[src/rtl/dpot_pkg.sv]
package dpot_pkg;
  localparam int unsigned BYTE_W = 8;
  localparam logic [7:0] ID_CODE = 8'h50;
  localparam logic [3:0] OP_RD = 4'b1011;
  localparam logic [3:0] OP_WR = 4'b1100;
  localparam logic [1:0] SEL_POS = 2'b00;
  localparam logic [1:0] SEL_CTL = 2'b10;

  typedef struct packed {
    logic        vld;
    logic [1:0]  sel;
    logic [7:0]  data;
  } wr_cmd_t;
endpackage

[src/rtl/dpot_sync.sv]
module dpot_sync #(
  parameter int unsigned W = 3,
  parameter int unsigned STAGES = 2,
  parameter logic [W-1:0] RST_VAL = '0
) (
  input  logic         clk,
  input  logic         rst_n,
  input  logic [W-1:0] d_async,
  output logic [W-1:0] q
);
  logic [STAGES-1:0][W-1:0] pipe;

  always_ff @(posedge clk or negedge rst_n) begin
    if (!rst_n) pipe[0] <= RST_VAL;
    else        pipe[0] <= d_async;
  end

  for (genvar i = 1; i < STAGES; i++) begin : g_stage
    always_ff @(posedge clk or negedge rst_n) begin
      if (!rst_n) pipe[i] <= RST_VAL;
      else        pipe[i] <= pipe[i-1];
    end
  end

  assign q = pipe[STAGES-1];
endmodule

[src/rtl/dpot_frame.sv]
module dpot_frame
  import dpot_pkg::*;
#(
  parameter int unsigned FRAME_BYTES = 3
) (
  input  logic       clk,
  input  logic       rst_n,
  input  logic       sck_s,
  input  logic       sdi_s,
  input  logic       cs_s,
  input  logic [7:0] rd_word,
  output logic [1:0] peek_sel,
  output wr_cmd_t    wr_cmd,
  output logic       sdo_bit,
  output logic       sdo_oe
);
  localparam int unsigned FRAME_BITS = FRAME_BYTES * BYTE_W;
  localparam int unsigned CNT_W = $clog2(FRAME_BITS + 1);
  localparam logic [CNT_W-1:0] CNT_FULL = CNT_W'(FRAME_BITS);
  localparam logic [CNT_W-1:0] CNT_ID = CNT_W'(BYTE_W - 1);
  localparam logic [CNT_W-1:0] CNT_HDR = CNT_W'(2 * BYTE_W - 1);
  localparam logic [CNT_W-1:0] CNT_DATA = CNT_W'(2 * BYTE_W);

  logic sck_d, cs_d;
  logic sck_rise, sck_fall, cs_fall, cs_rise;
  logic [CNT_W-1:0] bit_cnt;
  logic [7:0] shreg, tx;
  logic [7:0] next_byte;
  logic active, bad, is_rd, is_wr;
  logic [1:0] sel_q;
  logic [3:0] op;
  logic hdr_ok, rd_phase;

  always_ff @(posedge clk or negedge rst_n) begin
    if (!rst_n) begin
      sck_d <= 1'b0;
      cs_d  <= 1'b1;
    end else begin
      sck_d <= sck_s;
      cs_d  <= cs_s;
    end
  end

  assign sck_rise = sck_s & ~sck_d;
  assign sck_fall = ~sck_s & sck_d;
  assign cs_fall  = ~cs_s & cs_d;
  assign cs_rise  = cs_s & ~cs_d;

  assign next_byte = {shreg[6:0], sdi_s};
  assign op        = next_byte[7:4];
  assign peek_sel  = next_byte[1:0];
  assign hdr_ok    = (next_byte[3:2] == 2'b00) && !next_byte[0] &&
                     ((op == OP_RD) || (op == OP_WR));
  assign rd_phase  = is_rd && !bad && (bit_cnt >= CNT_DATA);
  assign sdo_oe    = active && !cs_s && rd_phase;

  always_ff @(posedge clk or negedge rst_n) begin
    if (!rst_n) begin
      bit_cnt <= '0;
      shreg   <= '0;
      tx      <= '0;
      active  <= 1'b0;
      bad     <= 1'b0;
      is_rd   <= 1'b0;
      is_wr   <= 1'b0;
      sel_q   <= '0;
      sdo_bit <= 1'b0;
      wr_cmd  <= '0;
    end else begin
      wr_cmd.vld <= 1'b0;
      if (cs_fall) begin
        active  <= 1'b1;
        bad     <= 1'b0;
        is_rd   <= 1'b0;
        is_wr   <= 1'b0;
        bit_cnt <= '0;
        sdo_bit <= 1'b0;
      end else if (cs_rise) begin
        active <= 1'b0;
        if (active && !bad && is_wr && (bit_cnt == CNT_FULL))
          wr_cmd <= '{vld: 1'b1, sel: sel_q, data: shreg};
      end else if (active && sck_rise && (bit_cnt != CNT_FULL)) begin
        shreg   <= next_byte;
        bit_cnt <= bit_cnt + 1'b1;
        if ((bit_cnt == CNT_ID) && (next_byte != ID_CODE)) bad <= 1'b1;
        if (bit_cnt == CNT_HDR) begin
          if (!hdr_ok) bad <= 1'b1;
          is_rd <= hdr_ok && (op == OP_RD);
          is_wr <= hdr_ok && (op == OP_WR);
          sel_q <= next_byte[1:0];
          tx    <= rd_word;
        end
      end else if (active && sck_fall && rd_phase) begin
        sdo_bit <= tx[7];
        tx      <= {tx[6:0], 1'b0};
      end
    end
  end


  cnt_bound_chk: assert property (@(posedge clk) disable iff (!rst_n)
    bit_cnt <= CNT_FULL);


  full_commit_chk: assert property (@(posedge clk) disable iff (!rst_n)
    wr_cmd.vld |-> ($past(bit_cnt) == CNT_FULL) && $past(cs_rise));


  bad_quiet_chk: assert property (@(posedge clk) disable iff (!rst_n)
    ($past(bad) && !$past(cs_fall)) |-> !sdo_oe && !wr_cmd.vld);
endmodule

[src/rtl/dpot_regs.sv]
module dpot_regs
  import dpot_pkg::*;
#(
  parameter int unsigned POS_W = 7,
  parameter logic [POS_W-1:0] INIT_CODE = POS_W'(64)
) (
  input  logic             clk,
  input  logic             rst_n,
  input  wr_cmd_t          wr_cmd,
  input  logic             nv_busy,
  input  logic [1:0]       peek_sel,
  output logic [7:0]       rd_word,
  output logic [POS_W-1:0] wiper,
  output logic             shdn_bit,
  output logic             nv_wr_stb,
  output logic [POS_W-1:0] nv_wr_data
);
  localparam int unsigned PAD_W = BYTE_W - POS_W;
  localparam int unsigned CTL_LOW_W = BYTE_W - 3;

  logic [POS_W-1:0] ivr;
  logic vol;
  logic accept;

  assign accept = wr_cmd.vld && !nv_busy;

  always_ff @(posedge clk or negedge rst_n) begin
    if (!rst_n) begin
      wiper      <= INIT_CODE;
      ivr        <= INIT_CODE;
      vol        <= 1'b0;
      shdn_bit   <= 1'b1;
      nv_wr_stb  <= 1'b0;
      nv_wr_data <= INIT_CODE;
    end else begin
      nv_wr_stb <= 1'b0;
      if (accept) begin
        case (wr_cmd.sel)
          SEL_CTL: begin
            vol      <= wr_cmd.data[7];
            shdn_bit <= wr_cmd.data[6];
          end
          SEL_POS: begin
            wiper <= wr_cmd.data[POS_W-1:0];
            if (!vol) begin
              ivr        <= wr_cmd.data[POS_W-1:0];
              nv_wr_stb  <= 1'b1;
              nv_wr_data <= wr_cmd.data[POS_W-1:0];
            end
          end
          default: ;
        endcase
      end
    end
  end

  always_comb begin
    if (peek_sel == SEL_CTL)
      rd_word = {vol, shdn_bit, nv_busy, {CTL_LOW_W{1'b0}}};
    else if (vol)
      rd_word = {{PAD_W{1'b0}}, wiper};
    else
      rd_word = {{PAD_W{1'b0}}, ivr};
  end


  busy_hold_chk: assert property (@(posedge clk) disable iff (!rst_n)
    $past(nv_busy) |-> $stable(wiper) && $stable(ivr) && $stable(vol) && $stable(shdn_bit));


  stb_pulse_chk: assert property (@(posedge clk) disable iff (!rst_n)
    nv_wr_stb |=> !nv_wr_stb);


  stb_match_chk: assert property (@(posedge clk) disable iff (!rst_n)
    nv_wr_stb |-> (wiper == nv_wr_data) && (ivr == nv_wr_data));
endmodule

[src/rtl/dpot_spi_slave.sv]
module dpot_spi_slave
  import dpot_pkg::*;
#(
  parameter int unsigned SYNC_STAGES = 2,
  parameter int unsigned POS_W = 7,
  parameter logic [POS_W-1:0] INIT_CODE = POS_W'(64)
) (
  input  logic             clk,
  input  logic             rst_n,
  input  logic             spi_sck,
  input  logic             spi_sdi,
  input  logic             spi_cs_n,
  output logic             spi_sdo,
  output logic             spi_sdo_oe,
  input  logic             nv_busy,
  output logic [POS_W-1:0] wiper_code,
  output logic             pot_on,
  output logic             nv_wr_stb,
  output logic [POS_W-1:0] nv_wr_data
);
  logic [2:0] pins_s;
  logic sck_s, sdi_s, cs_s;
  logic [1:0] peek_sel;
  logic [7:0] rd_word;
  logic sdo_bit;
  wr_cmd_t wr_cmd;

  dpot_sync #(.W(3), .STAGES(SYNC_STAGES), .RST_VAL(3'b100)) u_sync (
    .clk     (clk),
    .rst_n   (rst_n),
    .d_async ({spi_cs_n, spi_sdi, spi_sck}),
    .q       (pins_s)
  );

  assign sck_s = pins_s[0];
  assign sdi_s = pins_s[1];
  assign cs_s  = pins_s[2];

  dpot_frame #(.FRAME_BYTES(3)) u_frame (
    .clk      (clk),
    .rst_n    (rst_n),
    .sck_s    (sck_s),
    .sdi_s    (sdi_s),
    .cs_s     (cs_s),
    .rd_word  (rd_word),
    .peek_sel (peek_sel),
    .wr_cmd   (wr_cmd),
    .sdo_bit  (sdo_bit),
    .sdo_oe   (spi_sdo_oe)
  );

  dpot_regs #(.POS_W(POS_W), .INIT_CODE(INIT_CODE)) u_regs (
    .clk        (clk),
    .rst_n      (rst_n),
    .wr_cmd     (wr_cmd),
    .nv_busy    (nv_busy),
    .peek_sel   (peek_sel),
    .rd_word    (rd_word),
    .wiper      (wiper_code),
    .shdn_bit   (pot_on),
    .nv_wr_stb  (nv_wr_stb),
    .nv_wr_data (nv_wr_data)
  );

  assign spi_sdo = spi_sdo_oe & sdo_bit;


  oe_rise_sel_chk: assert property (@(posedge clk) disable iff (!rst_n)
    $rose(spi_sdo_oe) |-> !$past(cs_s));


  oe_idle_chk: assert property (@(posedge clk) disable iff (!rst_n)
    cs_s |-> !spi_sdo_oe);
endmodule

[config.mk]
export PLATFORM = sky130hd
export DESIGN_NAME = dpot_spi_slave
export DESIGN_NICKNAME = d
export VERILOG_FILES = /design/src/rtl/dpot_pkg.sv /design/src/rtl/dpot_sync.sv /design/src/rtl/dpot_frame.sv /design/src/rtl/dpot_regs.sv /design/src/rtl/dpot_spi_slave.sv
export SDC_FILE = /design/constraint.sdc
export NUM_CORES = 1
export LEC_CHECK = 0
export ABC_CLOCK_PERIOD_IN_PS = 1820
export BUFFER_PORTS_ARGS = -buffer_cell sky130_fd_sc_hd__buf_2
export CAP_MARGIN = 20
export CORE_AREA = 2 2 80 82
export CTS_BUF_LIST = sky130_fd_sc_hd__clkbuf_16
export DETAILED_ROUTE_END_ITERATION = 7
export DIE_AREA = 0 0 82 84
export GPL_ROUTABILITY_DRIVEN = 0
export MAX_ROUTING_LAYER = met4
export PLACE_DENSITY = 0.75
export SETUP_SLACK_MARGIN = 0.02
export SKIP_CTS_REPAIR_TIMING = 1
export SLEW_MARGIN = 20
export SYNTH_ARGS = -nofsm -noshare
export SYNTH_HDL_FRONTEND = slang
export SYNTH_SLANG_ARGS = --single-unit
[constraint.sdc]
create_clock -name clk -period 1.82 [get_ports clk]
set_input_delay 0.182 -clock clk [delete_from_list [all_inputs] [get_ports clk]]
set_output_delay 0.182 -clock clk [all_outputs]
set_load 0.01 [all_outputs]
==> run_results.csv, run 1 <==
group,metric,value,unit
outcome,outcome,"finished, final reports clean",
power_and_ir_drop,ir_drop,0.0005733,V
yosys,syn_area,2934,um^2
finish,nets,286,
detailed_routing,dr.pass1.iters,4,
yosys,synth-seq-cells,64,
timing,fin_crit,1817,ps
timing,fin_skew,5.058,ps
yosys,ys_warn_count,0,
yosys,syn-num-nets,231,
power_and_ir_drop,p_int,2604,uW
worst_hold_path,hold_end,"u_regs.vol$_DFFE_PN0P_",
placed_design,post-dp-hpwl,4.007,mm
power_and_ir_drop,seq_power_share,0.453,
power_and_ir_drop,p_sw_frac,0.2627,
timing,worst_pin_slew,473.7,ps
timing,setup_ws,3.478,ps
timing,fin_crit_sh,0.9981,
detailed_routing,wl_met1,2.707,mm
placed_design,place_area,3283,um^2
floorplan,die_w,82,um
timing,tns,0,ps
clock_network,root_buffer,"clkbuf_16",
detailed_routing,drcViolationCount,0,
run,drv_cap,0,
yosys,synth.distinct_cells,46,
worst_setup_path,reg2reg_to,"u_frame.tx[0]$_DFFE_PN0P_",
power_and_ir_drop,power.switching,928.0,uW
detailed_routing,vias,1997,
clock_network,cts_max_level,3,
floorplan,core,6096,um^2
worst_setup_path,cp-start-kind,"flip-flop",
detailed_routing,ant_nets,0,
clock_network,clk_latency,330,ps
worst_hold_path,hold_depth,3,
placed_design,pre_cts_slack,-44.76,ps
floorplan,start_util,0.4813,
clock_network,clock_path_buffers,2,
timing,setup_viol,0,
timing,hold_violations,0,
detailed_routing,route.met2.wl,3.217,mm
yosys,netlist_instances,219,
yosys,synth_edf_count,0,
yosys,avgSynthCellArea,13.40,um^2
worst_setup_path,regToRegSetupSlack,3,ps
power_and_ir_drop,pwr-share-comb,0.116,
global_route,grt_use_total,0.1928,
floorplan,die_h,84,um
timing,maxSlewHeadroom,0.6799,
yosys,yosysSeqAreaShare,0.5484,
global_route,grt_start_max_net_pins,65,
placed_design,io_buffers,23,
timing,drv_slew,0,
yosys,async_flop_share,1.000,
clock_network,cts_tree,"done",
timing,rsz0062_at_grt,"true",
worst_setup_path,path_class,"flip-flop to flip-flop",
detailed_routing,top_layer_used,"met4",
floorplan,rows,29,
detailed_routing,viasPerCell,5.610,
detailed_routing,routed_wl,6.308,mm
floorplan,io_pins,24,
finish,design_area,3772,um^2
worst_setup_path,rr_worst_depth,7,
global_route,antenna_found_initial,0,
detailed_routing,wl_per_cell,17.72,um
clock_network,numCtsBuffers,9,
yosys,synth_ff_type,"dfrtp_1",
global_route,gr-total-overflow,0,
worst_setup_path,reg2reg_from,"u_frame.bit_cnt[0]$_DFFE_PN0P_",
power_and_ir_drop,cellPowerDensity,936.4,nW/um^2
worst_setup_path,critPathArrivalTime,2030,ps
clock_network,worst_setup_hold_path_clk_slew,60,ps
worst_setup_path,crit_path_start,"u_frame.bit_cnt[0]$_DFFE_PN0P_",
worst_hold_path,hp-class,"input port to flip-flop",
global_route,grt_pass1_wl,9.466,mm
worst_hold_path,min_from,"nv_busy",
finish,drive_gt1_frac,0.4839,
finish,num_antenna_cells,0,
timing,fmax,0.5505,GHz
worst_setup_path,critPathMaxFanout,8,
finish,area_growth_syn_to_layout,28.57,%
power_and_ir_drop,power_leakage,0.001831,uW
worst_setup_path,endpoint_kind,"flip-flop",
detailed_routing,wl_met3,197,um
power_and_ir_drop,total_power,3532,uW
detailed_routing,drtIter0Drc,93,
global_route,grt_pass1_vias,1920,
worst_setup_path,crit_required,2030,ps
power_and_ir_drop,pwr-share-clk,0.431,
floorplan,die-area,6888,um^2
clock_network,cts.sinks,64,
-- power groups by stage --
stage	Clock, uW	Sequential, uW	Combinational (uW)
floorplan	0	1600	199
global placement	0	1600	343
detailed placement	0	1610	353
CTS	1550	1580	356
global route	1620	1610	472
finish	1520	1600	409
-- metal layers --
metal  vias up  global-route usage
li1        922                   -
met4         0              0.1106
met1      1018              0.2437
met5         -                   -
met3        21             0.04870
met2        36              0.2786
-- registers in the layout, summed over array words and instances, names as in the netlist, 2 cells and up --
register,count
u_regs.nv_wr_data,7
u_frame.sel_q,2
u_frame.shreg,8
u_sync.q,3
u_frame.bit_cnt,5
u_frame.wr_cmd,11
u_sync.pipe,3
u_frame.tx,8
u_regs.wiper,7
-- cell type report --
type	count	area (um^2)
sequential	64	1610
fill	482	2323
clock inverter	7	40.04
tap	77	96.34
inverter	7	26.28
multi-input combinational	142	1410
clock buffer	9	225.2
timing repair buffer	50	364.1
-- layout by cell type, fill, tap and decap left out, types with 2 or more instances in the layout --
cell type,instances
o41ai_1,2
and3b_1,2
clkinvlp_4,3
nor3b_1,2
buf_2,23
nor2b_1,5
o211ai_1,2
buf_12,2
dfstp_2,6
clkinv_2,2
nand4b_1,3
nand3_1,2
dfrtp_1,57
ha_1,2
nand2_1,9
mux2_2,36
nor3_1,3
mux2_4,8
inv_1,7
o41ai_2,2
mux2_1,5
o31ai_1,3
nand4_4,2
ha_2,2
o21ai_0,11
nor2_1,3
buf_4,19
mux2i_1,9
clkbuf_16,9
ha_4,2
dlygate4sd3_1,4
-- worst max-delay path: stages (launching register included) --
cell and delay (ps):
dfrtp_2 450, ha_4 170, and3_1 140, ha_2 170, and3_4 150, o21ai_4 140, buf_12 150, mux2_1 330
-- cell families after synthesis --
group,share of synthesized area
buf+inv,0.02473
compound gates,0.06909
mux,0.2200
simple gates,0.1122
flops,0.5484
fa+ha+maj,0.02559
-- cells in the mapped netlist, types with 2 or more instances --
cell      instances  area share
o311ai_1          2      0.0060
buf_6             2      0.0077
ha_1              6       0.026
nand3_1           3      0.0051
nor3b_1           2      0.0051
and3b_1           2      0.0060
mux2_1           10       0.038
and3_1            2      0.0043
dfstp_2           6       0.054
o211ai_1          2      0.0051
clkbuf_1          3      0.0038
nand2_1           9       0.012
o31ai_1           3      0.0077
nor2b_1           6       0.013
mux2i_1           9       0.031
dfrtp_1          58        0.49
nand4b_1          3      0.0090
o41ai_1           4       0.012
inv_1             7      0.0090
nor3_1            3      0.0051
o21ai_0          13       0.022
nor2_1            3      0.0038
mux2_2           38        0.15
-- worst max-delay path by stage --
stage                                endpoint  slack (ps)  cells after the start
floorplan           u_frame.tx[0]$_DFFE_PN0P_          20                      6
global placement    u_frame.tx[0]$_DFFE_PN0P_          20                      6
detailed placement  u_frame.tx[1]$_DFFE_PN0P_         -40                      6
CTS                 u_frame.tx[1]$_DFFE_PN0P_         -50                      6
global route        u_frame.tx[0]$_DFFE_PN0P_         -40                      7
finish              u_frame.tx[0]$_DFFE_PN0P_           3                      7
-- through the flow --
step                        util  hold WS, ps  std cells
after floorplan                -       -113.6        219
after global placement    0.5386        215.3        333
after detailed placement  0.5386        225.8        333
after CTS                 0.5821       -122.2        349
after global routing      0.6188        323.6        356
final                     0.6188        311.9        356
Note: power is estimated with default switching activity, not from simulation.
==> run 2, diff against run 1 <==
Settings changed: ABC_CLOCK_PERIOD_IN_PS 1820 to 2200, CELL_PAD_IN_SITES_DETAIL_PLACEMENT set to 1, CELL_PAD_IN_SITES_GLOBAL_PLACEMENT set to 1, PLACE_DENSITY 0.75 to 0.84.
Clock period 1.82 ns to 2.2 ns, I/O delays scaled along.
==> run 2 against run 1 <==
Net effect:
- hold slack worse by 240 ps
- critical endpoint is now u_frame.tx[7]$_DFFE_PN0P_
- flip-flop and latch count stayed put
- maximum frequency is 13% lower
- sequential power is 17% lower
- cell count is 5.1% lower
- clock skew is 1.1 ps higher
- largest cell class unchanged
==> run_results.csv, run 2 (same netlist as run 1, synthesis figures left out) <==
group,metric,value,unit
detailed_routing,dr.pass1.iters,4,
finish,top_register,"u_frame.wr_cmd",
finish,num_antenna_cells,0,
timing,tns,0,ps
worst_setup_path,crit_required,2400,ps
clock_network,cts_max_level,3,
clock_network,clock_path_buffers,2,
floorplan,start_util,0.4813,
global_route,gr-total-overflow,0,
timing,drv_slew,0,
worst_setup_path,cp_common_cell,"and3_1",
placed_design,dpl.cell_count,319,
finish,drive_gt1_frac,0.3716,
clock_network,worst_setup_hold_path_clk_slew,60,ps
power_and_ir_drop,cellPowerDensity,844.2,nW/um^2
finish,largestRegisters,"u_frame.wr_cmd x11, u_frame.shreg x8, u_frame.tx x8",
clock_network,clk_latency,330,ps
worst_setup_path,rr_worst_depth,6,
floorplan,io_pins,24,
global_route,antenna_found_initial,0,
floorplan,die-area,6888,um^2
outcome,outcome,"finished, final reports clean",
worst_setup_path,path_class,"flip-flop to flip-flop",
power_and_ir_drop,ir_drop,0.0004474,V
clock_network,numCtsBuffers,9,
timing,maxSlewHeadroom,0.4770,
timing,holdWs,73.26,ps
finish,n_fill_cell,622,
timing,hold_violations,0,
timing,fin_crit,2099,ps
floorplan,rows,29,
worst_setup_path,critPathMaxFanout,8,
detailed_routing,wl_per_cell,22.60,um
floorplan,die_w,82,um
worst_setup_path,slowest_delay,430,ps
timing,worst_pin_slew,784.5,ps
detailed_routing,vias,1984,
finish,largest_register_ffs,11,
global_route,grt_pass1_wl,12.19,mm
timing,setup_viol,0,
clock_network,cts.sinks,64,
worst_setup_path,crit_path_cell_trace,"ha_2 -> and3_1 -> ha_1 -> and3_1 -> o21ai_4 -> mux2_2",
clock_network,cts_tree,"done",
worst_setup_path,critPathArrivalTime,2300,ps
finish,nets,268,
detailed_routing,routed_wl,7.639,mm
global_route,grt_pass1_vias,2256,
run,drv_cap,0,
worst_setup_path,endpoint_kind,"flip-flop",
timing,fin_skew,6.154,ps
global_route,grt_use_total,0.2510,
placed_design,post-dp-hpwl,4.403,mm
finish,finalNonFillerCells,338,
placed_design,io_buffers,23,
power_and_ir_drop,power_leakage,0.001673,uW
finish,layout_commonest_cell,"dfrtp_1",
detailed_routing,ant_nets,0,
worst_hold_path,hp-class,"input port to async pin",
worst_setup_path,cp_slowest_cell,"dfrtp_1",
finish,final_cell_mix,"58 x dfrtp_1, 39 x mux2_2, 23 x buf_2",
global_route,grt_start_max_net_pins,65,
timing,fin_crit_sh,0.9542,
detailed_routing,drtIter0Drc,107,
finish,area_growth_syn_to_layout,18.08,%
floorplan,core,6096,um^2
timing,rsz0062_at_grt,"false",
clock_network,root_buffer,"clkbuf_16",
timing,fmax,0.4763,GHz
detailed_routing,drcViolationCount,0,
detailed_routing,viasPerCell,5.870,
worst_setup_path,cp-start-kind,"flip-flop",
floorplan,die_h,84,um
## run 2: through the flow
step	utilization	total power (uW)	setup slack, ps	instance area, um^2
after floorplan	-	1484	332.8	2934
after global placement	0.5170	1556	235.6	3152
after detailed placement	0.5170	1575	184.8	3152
after CTS	0.5630	2927	88.76	3432
after global routing	0.5684	3036	38.62	3465
final	0.5684	2925	100.7	3465
## run 2: area by class of cell
| cell class | count | area (um^2) | share of cell area |
|---|---|---|---|
| Sequential cell | 64 | 1609 | 0.4644 |
| Multi-Input combinational cell | 141 | 1255 | 0.3622 |
| Clock buffer | 9 | 225.2 | 0.06501 |
| Timing Repair Buffer | 33 | 197.7 | 0.05706 |
| Tap cell | 77 | 96.34 | 0.02781 |
| Clock inverter | 7 | 55.05 | 0.01589 |
| Inverter | 7 | 26.28 | 0.007584 |
## run 2: critical path: cells and delay by family (launching register included)
| family | cells | cell delay (ps) |
|---|---|---|
| adders and majority gates | 2 | 490 |
| DFF | 1 | 430 |
| muxes | 1 | 400 |
| and+or+nand+nor | 2 | 370 |
| AOI/OAI and AO/OA | 1 | 300 |
## run 2: path summary, 6_finish.rpt
check / from / to / slack, ps
worst max-delay path: u_frame.bit_cnt[0]$_DFFE_PN0P_ / u_frame.tx[7]$_DFFE_PN0P_ / 100
worst min-delay path: rst_n / u_regs.nv_wr_data[2]$_DFFE_PN0P_ / 70
worst max register to register: u_frame.bit_cnt[0]$_DFFE_PN0P_ / u_frame.tx[7]$_DFFE_PN0P_ / 100
worst min register to register: u_sync.pipe[1]$_DFF_PN0_ / u_sync.q[1]$_DFF_PN0_ / 350
max in group asynchronous: rst_n / u_frame.bit_cnt[1]$_DFFE_PN0P_ / 1620
min in group clk: u_sync.pipe[1]$_DFF_PN0_ / u_sync.q[1]$_DFF_PN0_ / 350
## run 2: per-layer routing
layer  vias to the layer above  global-route usage  wire [um]
li1                        877                   -          -
met1                      1042              0.2836       3190
met2                        43              0.4154       3989
met3                        22             0.04762        198
met4                         0              0.1288        260
met5                         -                   -          0
## run 2: power by group
group,internal (uW),switching [uW]
Combinational,99.9,137
Sequential,1250,86.8
Clock,856,500
==> run 3, diff against run 2 <==
Settings changed: BUFFER_PORTS_ARGS -buffer_cell sky130_fd_sc_hd__buf_2 to -buffer_cell sky130_fd_sc_hd__clkbuf_2, CORE_AREA 2 2 80 82 to 2 2 112 60, CTS_BUF_LIST sky130_fd_sc_hd__clkbuf_16 to sky130_fd_sc_hd__clkbuf_8, DIE_AREA 0 0 82 84 to 0 0 114 62, PLACE_DENSITY 0.84 to 0.83.
==> run 3 against run 2 <==
Net effect:
- non-clock buffer count increased by 7
- register-to-register slack better by 30 ps
- clock power shrank 42%
- total power fell by 18%
- combinational power is 14% higher
- first-iteration DRC count is 6.5% lower
- global-route usage shrank 4.4 points
- sequential share of layout area up 0.85 points
- die area grew 2.6%
- via count decreased by 2.8%
- critical path type unchanged
- largest power group is now registers
==> run_results.csv, run 3 (same netlist as run 1, synthesis figures left out) <==
group,metric,value,unit
timing,fin_crit_sh,0.9414,
power_and_ir_drop,cellPowerDensity,701.6,nW/um^2
finish,largestRegisters,"u_frame.wr_cmd x11, u_frame.shreg x8, u_frame.tx x8",
worst_setup_path,path_class,"flip-flop to flip-flop",
worst_setup_path,cp-start-kind,"flip-flop",
floorplan,core,6254,um^2
timing,hold_violations,0,
clock_network,cts.sinks,64,
floorplan,die_w,114,um
floorplan,io_pins,24,
finish,area_growth_syn_to_layout,15.95,%
outcome,outcome,"finished, final reports clean",
timing,rsz0062_at_grt,"false",
clock_network,clk_latency,340,ps
timing,tns,0,ps
floorplan,die-area,7068,um^2
placed_design,io_buffers,23,
worst_setup_path,critPathArrivalTime,2290,ps
finish,multi_input_area,1252,um^2
clock_network,clock_path_buffers,2,
worst_setup_path,slowest_delay,420,ps
floorplan,die_h,62,um
detailed_routing,vias,1929,
finish,drive_gt1_frac,0.3745,
placed_design,dpl.cell_count,328,
worst_setup_path,crit_path_cell_trace,"ha_1 -> and3_1 -> ha_1 -> and3_1 -> o21ai_4 -> mux2_1",
finish,seqCellArea,1609,um^2
run,drv_cap,0,
timing,setup_viol,0,
detailed_routing,drtIter0Drc,100,
floorplan,rows,21,
finish,top_register,"u_frame.wr_cmd",
timing,fin_skew,4.267,ps
detailed_routing,wl_per_cell,18.67,um
finish,final_cell_mix,"58 x dfrtp_1, 38 x mux2_2, 23 x clkbuf_2",
power_and_ir_drop,power_leakage,0.001646,uW
finish,nets,275,
global_route,grt_pass1_wl,10.01,mm
floorplan,start_util,0.4692,
worst_setup_path,cp_num_buf_inv,0,
detailed_routing,dr.pass1.iters,4,
worst_hold_path,hp-class,"flip-flop to flip-flop",
global_route,gr-total-overflow,0,
detailed_routing,viasPerCell,5.559,
finish,n_fill_cell,663,
worst_setup_path,cpLargestDelayFamily,"adder cells",
worst_setup_path,cp_slowest_cell,"dfrtp_1",
worst_setup_path,endpoint_kind,"flip-flop",
global_route,antenna_found_initial,0,
timing,fmax,0.4828,GHz
timing,drv_slew,0,
timing,worst_pin_slew,585.2,ps
detailed_routing,routed_wl,6.480,mm
finish,finalNonFillerCells,347,
clock_network,root_buffer,"clkbuf_8",
detailed_routing,ant_nets,0,
clock_network,cts_max_level,3,
timing,maxSlewHeadroom,0.6099,
detailed_routing,drcViolationCount,0,
global_route,grt_use_total,0.2075,
worst_setup_path,critPathMaxFanout,8,
worst_setup_path,crit_required,2420,ps
finish,layout_commonest_cell,"dfrtp_1",
clock_network,worst_setup_hold_path_clk_slew,60,ps
clock_network,numCtsBuffers,9,
timing,fin_crit,2071,ps
finish,largest_register_ffs,11,
clock_network,cts_tree,"done",
power_and_ir_drop,ir_drop,0.0003837,V
global_route,grt_pass1_vias,1821,
finish,num_antenna_cells,0,
placed_design,post-dp-hpwl,4.825,mm
global_route,grt_start_max_net_pins,25,
run 3: changes by cell type in the layout (fill, tap and decap cells not counted), sizes merged:
cell	delta
buf	-17
bufinv	-1
clkbuf	+23
clkinv	-2
dlygate4sd3	+1
inv	+2
run 3: through the flow:
step / hold WS (ps) / util / worst slack [ps] / total power (uW) / area (um^2)
floorplan: -75.59 / - / 332.8 / 1484 / 2934
global placement: 239.2 / 0.5138 / 229.9 / 1589 / 3213
detailed placement: 251.3 / 0.5138 / 153.8 / 1605 / 3213
CTS: -126.9 / 0.5376 / 128.2 / 2412 / 3362
global route: 368.9 / 0.5440 / 32.72 / 2500 / 3402
finish: 359.7 / 0.5440 / 128.9 / 2387 / 3402
run 3: metal layers:
layer | track usage | vias to the layer above | share of wire
li1 | - | 885 | -
met1 | 0.3050 | 988 | 0.52
met2 | 0.2679 | 46 | 0.40
met3 | 0.06402 | 10 | 0.066
met4 | 0.06794 | 0 | 0.012
met5 | - | - | 0
run 3: layout make-up:
cell class,instances,share of cell area
tap,80,0.02942
clock buffer,9,0.03641
multi-input combinational,141,0.3682
clock inverter,6,0.007356
inverter,7,0.007723
sequential,64,0.4730
timing repair buffer,40,0.07797
run 3: power breakdown:
part           switching (uW)  total [uW]  leakage [uW]  internal, uW
combinational             151         270      0.000703           118
sequential               80.1        1320      0.000850          1240
clock                     412         793     0.0000938           381
run 3: path summary, 6_finish.rpt:
check	startpoint	to	slack [ps]	cells after the start
setup reg to reg	u_frame.bit_cnt[0]$_DFFE_PN0P_	u_frame.tx[3]$_DFFE_PN0P_	130	6
min in group asynchronous	rst_n	u_sync.pipe[0]$_DFF_PN0_	410	2
setup / recovery	u_frame.bit_cnt[0]$_DFFE_PN0P_	u_frame.tx[3]$_DFFE_PN0P_	130	6
hold / removal	u_sync.pipe[1]$_DFF_PN0_	u_sync.q[1]$_DFF_PN0_	360	0
max in group asynchronous	rst_n	u_frame.tx[3]$_DFFE_PN0P_	1190	3
hold reg to reg	u_sync.pipe[1]$_DFF_PN0_	u_sync.q[1]$_DFF_PN0_	360	0
